<file path="src/rtl/rep_seq_pkg.sv">
package rep_seq_pkg;
  typedef enum logic [1:0] {
    KIND_NONE  = 2'd0,
    KIND_COPY  = 2'd1,
    KIND_FILL  = 2'd2,
    KIND_OTHER = 2'd3
  } kind_e;

  typedef enum logic [2:0] {
    UOP_NOP    = 3'd0,
    UOP_LOAD   = 3'd1,
    UOP_STORE  = 3'd2,
    UOP_PTRINC = 3'd3,
    UOP_CNTDEC = 3'd4
  } uop_e;

  typedef enum logic [1:0] {
    ST_IDLE,
    ST_CHECK,
    ST_EMIT,
    ST_DONE
  } st_e;
endpackage

</file>
<file path="src/rtl/rep_seq_filter.sv">
module rep_seq_filter
  import rep_seq_pkg::*;
(
  input  logic       rep,
  input  logic [1:0] kind,
  output logic       legal,
  output logic       is_copy
);
  always_comb begin
    is_copy = (kind == KIND_COPY);
    legal   = rep && ((kind == KIND_COPY) || (kind == KIND_FILL));
  end
endmodule

</file>
<file path="src/rtl/rep_seq_state.sv">
module rep_seq_state #(
  parameter int CW = 16,
  parameter int AW = 16
) (
  input  logic          clk,
  input  logic          rst,
  input  logic          load,
  input  logic          ld_copy,
  input  logic [CW-1:0] ld_cnt,
  input  logic [AW-1:0] ld_src,
  input  logic [AW-1:0] ld_dst,
  input  logic          inc,
  input  logic          dec,
  output logic          copy_q,
  output logic [CW-1:0] cnt_q,
  output logic [AW-1:0] src_q,
  output logic [AW-1:0] dst_q,
  output logic          cnt_zero,
  output logic          cnt_last
);
  localparam logic [CW-1:0] CNT_ONE = CW'(1);
  localparam logic [AW-1:0] PTR_ONE = AW'(1);

  always_ff @(posedge clk) begin
    if (rst) begin
      copy_q <= 1'b0;
      cnt_q  <= '0;
      src_q  <= '0;
      dst_q  <= '0;
    end else if (load) begin
      copy_q <= ld_copy;
      cnt_q  <= ld_cnt;
      src_q  <= ld_src;
      dst_q  <= ld_dst;
    end else begin
      if (inc) begin
        dst_q <= dst_q + PTR_ONE;
        if (copy_q) src_q <= src_q + PTR_ONE;
      end
      if (dec) cnt_q <= cnt_q - CNT_ONE;
    end
  end

  always_comb begin
    cnt_zero = (cnt_q == '0);
    cnt_last = (cnt_q == CNT_ONE);
  end
endmodule

</file>
<file path="src/rtl/rep_seq_fsm.sv">
module rep_seq_fsm
  import rep_seq_pkg::*;
(
  input  logic       clk,
  input  logic       rst,
  input  logic       in_valid,
  input  logic       legal,
  input  logic       copy_q,
  input  logic       cnt_zero,
  input  logic       cnt_last,
  input  logic       uop_ready,
  output logic       accept,
  output logic       refuse_q,
  output logic       busy,
  output logic       valid_q,
  output logic [2:0] op_out,
  output logic       inc,
  output logic       dec
);
  st_e  st_q;
  uop_e op_q;
  logic fire;

  always_comb begin
    accept = (st_q == ST_IDLE) && in_valid && legal;
    fire   = valid_q && uop_ready;
    inc    = fire && (op_q == UOP_PTRINC);
    dec    = fire && (op_q == UOP_CNTDEC);
    busy   = (st_q != ST_IDLE);
    op_out = op_q;
  end

  always_ff @(posedge clk) begin
    if (rst) begin
      st_q     <= ST_IDLE;
      op_q     <= UOP_NOP;
      valid_q  <= 1'b0;
      refuse_q <= 1'b0;
    end else begin
      refuse_q <= (st_q == ST_IDLE) && in_valid && !legal;
      case (st_q)
        ST_IDLE: if (accept) st_q <= ST_CHECK;
        ST_CHECK: begin
          if (cnt_zero) begin
            st_q <= ST_DONE;
          end else begin
            st_q    <= ST_EMIT;
            valid_q <= 1'b1;
            op_q    <= copy_q ? UOP_LOAD : UOP_STORE;
          end
        end
        ST_EMIT: begin
          if (fire) begin
            case (op_q)
              UOP_LOAD:   op_q <= UOP_STORE;
              UOP_STORE:  op_q <= UOP_PTRINC;
              UOP_PTRINC: op_q <= UOP_CNTDEC;
              default: begin
                if (cnt_last) begin
                  valid_q <= 1'b0;
                  op_q    <= UOP_NOP;
                  st_q    <= ST_DONE;
                end else begin
                  op_q <= copy_q ? UOP_LOAD : UOP_STORE;
                end
              end
            endcase
          end
        end
        default: st_q <= ST_IDLE;
      endcase
    end
  end
endmodule

</file>
<file path="src/rtl/rep_seq.sv">
module rep_seq #(
  parameter int CW = 16,
  parameter int AW = 16
) (
  input  logic          clk,
  input  logic          rst,
  input  logic          in_valid,
  input  logic          in_rep,
  input  logic [1:0]    in_kind,
  input  logic [CW-1:0] in_cnt,
  input  logic [AW-1:0] in_src,
  input  logic [AW-1:0] in_dst,
  output logic          in_refuse,
  output logic          busy,
  output logic          uop_valid,
  input  logic          uop_ready,
  output logic [2:0]    uop_op,
  output logic [AW-1:0] uop_src,
  output logic [AW-1:0] uop_dst,
  output logic [CW-1:0] uop_cnt
);
  logic legal, is_copy, accept, inc, dec, copy_q, cnt_zero, cnt_last;

  rep_seq_filter u_filter (
    .rep     (in_rep),
    .kind    (in_kind),
    .legal   (legal),
    .is_copy (is_copy)
  );

  rep_seq_state #(.CW(CW), .AW(AW)) u_state (
    .clk      (clk),
    .rst      (rst),
    .load     (accept),
    .ld_copy  (is_copy),
    .ld_cnt   (in_cnt),
    .ld_src   (in_src),
    .ld_dst   (in_dst),
    .inc      (inc),
    .dec      (dec),
    .copy_q   (copy_q),
    .cnt_q    (uop_cnt),
    .src_q    (uop_src),
    .dst_q    (uop_dst),
    .cnt_zero (cnt_zero),
    .cnt_last (cnt_last)
  );

  rep_seq_fsm u_fsm (
    .clk       (clk),
    .rst       (rst),
    .in_valid  (in_valid),
    .legal     (legal),
    .copy_q    (copy_q),
    .cnt_zero  (cnt_zero),
    .cnt_last  (cnt_last),
    .uop_ready (uop_ready),
    .accept    (accept),
    .refuse_q  (in_refuse),
    .busy      (busy),
    .valid_q   (uop_valid),
    .op_out    (uop_op),
    .inc       (inc),
    .dec       (dec)
  );
endmodule

</file>
<file path="config.mk">
export PLATFORM = sky130hd
export DESIGN_NAME = rep_seq
export DESIGN_NICKNAME = d
export VERILOG_FILES = /design/src/rtl/rep_seq_pkg.sv /design/src/rtl/rep_seq_filter.sv /design/src/rtl/rep_seq_state.sv /design/src/rtl/rep_seq_fsm.sv /design/src/rtl/rep_seq.sv
export SDC_FILE = /design/constraint.sdc
export NUM_CORES = 1
export LEC_CHECK = 0
export CORE_ASPECT_RATIO = 2
export CORE_MARGIN = 5
export CORE_UTILIZATION = 46
export DETAILED_ROUTE_END_ITERATION = 8
export PLACE_DENSITY = 0.8
export SLEW_MARGIN = 20
export SYNTH_ARGS = -nofsm -noshare
export SYNTH_HDL_FRONTEND = slang
export SYNTH_HIERARCHICAL = 1
export SYNTH_SLANG_ARGS = --single-unit
</file>
<file path="constraint.sdc">
create_clock -name clk -period 2.8 [get_ports clk]
set_clock_uncertainty 0.05 [all_clocks]
set_input_delay 0.56 -clock clk [delete_from_list [all_inputs] [get_ports clk]]
set_output_delay 0.56 -clock clk [all_outputs]
set_load 0.02 [all_outputs]
</file>
==> out/results.ini <==
[setup_path]
crit_chain=clkdlybuf4s50_1 -> nand2_1 -> nor2_1 -> buf_4 -> nand3_1 -> nor4_1 -> xnor2_1 -> a211oi_1
critical-path-top-delay-family=simple AND/OR/NAND/NOR gates
cp.arrival_ns=2.73
endpoint_kind=flop
slowest_delay_ns=0.52
critPathRequiredTime_ns=2.94
critPathLaunchType=primary input
path_buf_inv=2
worstSetupPathType=in2reg
slowest_stage=clkdlybuf4s50_1
crit_path_max_fanout=10

[logic_synthesis]
synth_compound_area_frac=0.169
synth_most_common_cell=dfxtp_1
synth.net_count=449
synthDistinctLibCells=49
syn_avg_cell_area_sq_um=8.21
synth_top_area_frac=0.355
muxShareOfSynthArea=0.0190
async_reset_ff_frac=0
synthAdderAreaFrac=0.0356
synth_area_sq_um=3160
yosys.area.top_type=dfxtp_1
synthCells=385
synth_seq_area_share=0.355
synth_edf_count=0
synthXorXnorAreaFrac=0.0998
synthTopCellsByCount=dfxtp_1, nor2_1, nand2_1
yosys_most_used_dff=dfxtp_1
synth-simple-area-share=0.280
ys_seq_elements=56
synth_area_leaders=dfxtp_1, xnor2_1, a211oi_1, nor2_1, nand2_1
yosysWarnings=6
synth_top_family_by_area=simple AND/OR/NAND/NOR gates

[grt]
overflow=0
grtUsageMet2=0.403
grt_max_degree=42
grt_pass1_vias=3103
met1_usage=0.241
use_met3=0.0325
antenna_found_initial=0
track_usage=0.219
grt_pass1_wl_um=14900
top_usage_layer=met2

[sta]
worst_pin_slew_ns=0.502
slew_viol_final=0
rsz0062_at_grt=no
hold_viol_final=0
setup-tns-final_ns=0
fmax_ghz=0.387
slew_headroom=0.665
finalSetupViolCount=0
fin_crit_ns=2.59
post-route-period-util=0.923

[pwr]
p_leak_uw=0.00151
p_total_uw=2690
ir_drop_v=0.000544
seq_power_share=0.386
clockPowerShare=0.264
intPower_uw=1790
swShare=0.336
pwr_density_cell_nw_per_um2=594
p_sw_uw=905
power.share.combinational=0.349

[cells_and_area]
design_area_sq_um=4530
fillCellCount=588
multi_input_area_sq_um=1910
syn2layout_area_growth_pct=43.3
antennaDiodeCount=0
nNetsFinal=553
ff_latch_area_sq_um=1120
finalNonFillerCells=578
drive_above_1_share=0.0735

[clock_tree]
postCtsSetupRepairBufs=0
cts-resized-gates=0
insertion_delay_ns=0.30
clk_pin_slew_worst_paths_ns=0.07
cts_tree=done
cts_root_buf=clkbuf_16
clockBufferDepth=2
cts_made_buffers=5
h-tree-depth=2
holdBufCountCts=0
clock_sinks=56

[placed_design]
place_area_sq_um=4360
port_buffers=108
dpl.cell_count=570
gp_congestion=0.969
place_hpwl_um=7130

[route]
wirelength_um=9360
route.vias.total=3176
drtAntennaViolNets=0
drtPass1Iterations=4
avgRoutedWirePerCell_um=16.2
drcViolationCount=0
drtIter0Drc=294
via_per_inst=5.49

[die]
initial_core_util=0.474
ios=109
core-area_sq_um=6670
rows=42
dieWidth_um=68.6
die_h_um=127
die_area_sq_um=8730

[min_path]
min_path_type=reg2reg

[run_status]
status=finished, final reports clean

[run]
max-cap-violations=0

registers in the layout, indices dropped and copies added (netlist names):
| signal | cells |
|---|---|
| u_state/dst_q | 16 |
| u_state/copy_q | 1 |
| u_state/cnt_q | 16 |
| u_fsm/op_out | 3 |
| u_fsm/st_q | 2 |
| u_fsm/valid_q | 1 |
| u_fsm/refuse_q | 1 |
| u_state/src_q | 16 |
routing by layer:
layer	wire length, um	part of all wire
met1	3470	0.37
met2	5290	0.57
met3	409	0.044
met4	183	0.020
met5	0	0
power groups by stage:
stage | clock network, uW | logic, uW | registers [uW]
2_1_floorplan | 0 | 434 | 1140
3_3_place_gp | 0 | 918 | 1050
3_5_place_dp | 0 | 935 | 1050
4_1_cts | 725 | 941 | 1040
5_1_grt | 748 | 1010 | 1060
6_report | 711 | 941 | 1040
cells in the final DEF, fill, tap and decap left out, types with 3 or more instances in the layout:
cell and count:
or3_1 6, nor3_1 12, nand4_1 11, ha_1 9
inv_1 13, clkbuf_16 5, a21oi_1 17, nor4_2 3
dfxtp_1 56, a21bo_2 4, a211oi_1 24, nand2b_1 5
o21ai_0 9, nand3b_1 3, xor2_1 8, nor4_1 10
buf_4 7, nor2_1 48, nand3_1 14, and2_1 3
nand2_1 37, xnor2_1 28, mux2i_1 6, clkdlybuf4s50_1 107
a311oi_1 9
worst paths after layout:
| kind | startpoint | to | slack [ns] | depth (start not counted) |
|---|---|---|---|---|
| max | uop_ready | u_state/src_q[12] | 0.21 | 8 |
| min | u_state/dst_q[15] | u_state/dst_q[15] | 0.45 | 2 |
| max reg2reg | u_state/cnt_q[4] | u_fsm/st_q[0] | 0.47 | 7 |
| min reg2reg | u_state/dst_q[15] | u_state/dst_q[15] | 0.45 | 2 |
logic make-up (layout without fill, tap and decap cells):
kind of cell	after synthesis	after routing
flops	56	56
buf+inv	35	140
simple gates	168	168
fa+ha+maj	9	9
mux	6	6
compound gates	75	75
xor+xnor	36	36
worst register-to-register path, stage by stage (launching register included):
cell      delay [ns]
dfxtp_1         0.39
nor4_4          0.44
nand4b_1        0.21
nor4_1          0.24
and2_1          0.27
and3_1          0.20
o221ai_1        0.22
mux2i_1         0.17
final cells by class:
type	instances	area share
timing repair buffer	117	0.258
sequential	56	0.248
tap	88	0.0243
inverter	15	0.0124
multi-input combinational	294	0.421
clock inverter	3	0.00939
clock buffer	5	0.0276
per-stage QoR:
step                      worst slack [ns]  utilization  hold WS, ns
after floorplan                      0.502            -        0.435
after global placement               0.134        0.654        0.433
after detailed placement          -0.00151        0.654        0.444
after CTS                            0.240        0.679        0.453
after global routing                0.0522        0.679        0.481
final                                0.215        0.679        0.451
No activity file was read; power rests on OpenSTA's default activity.
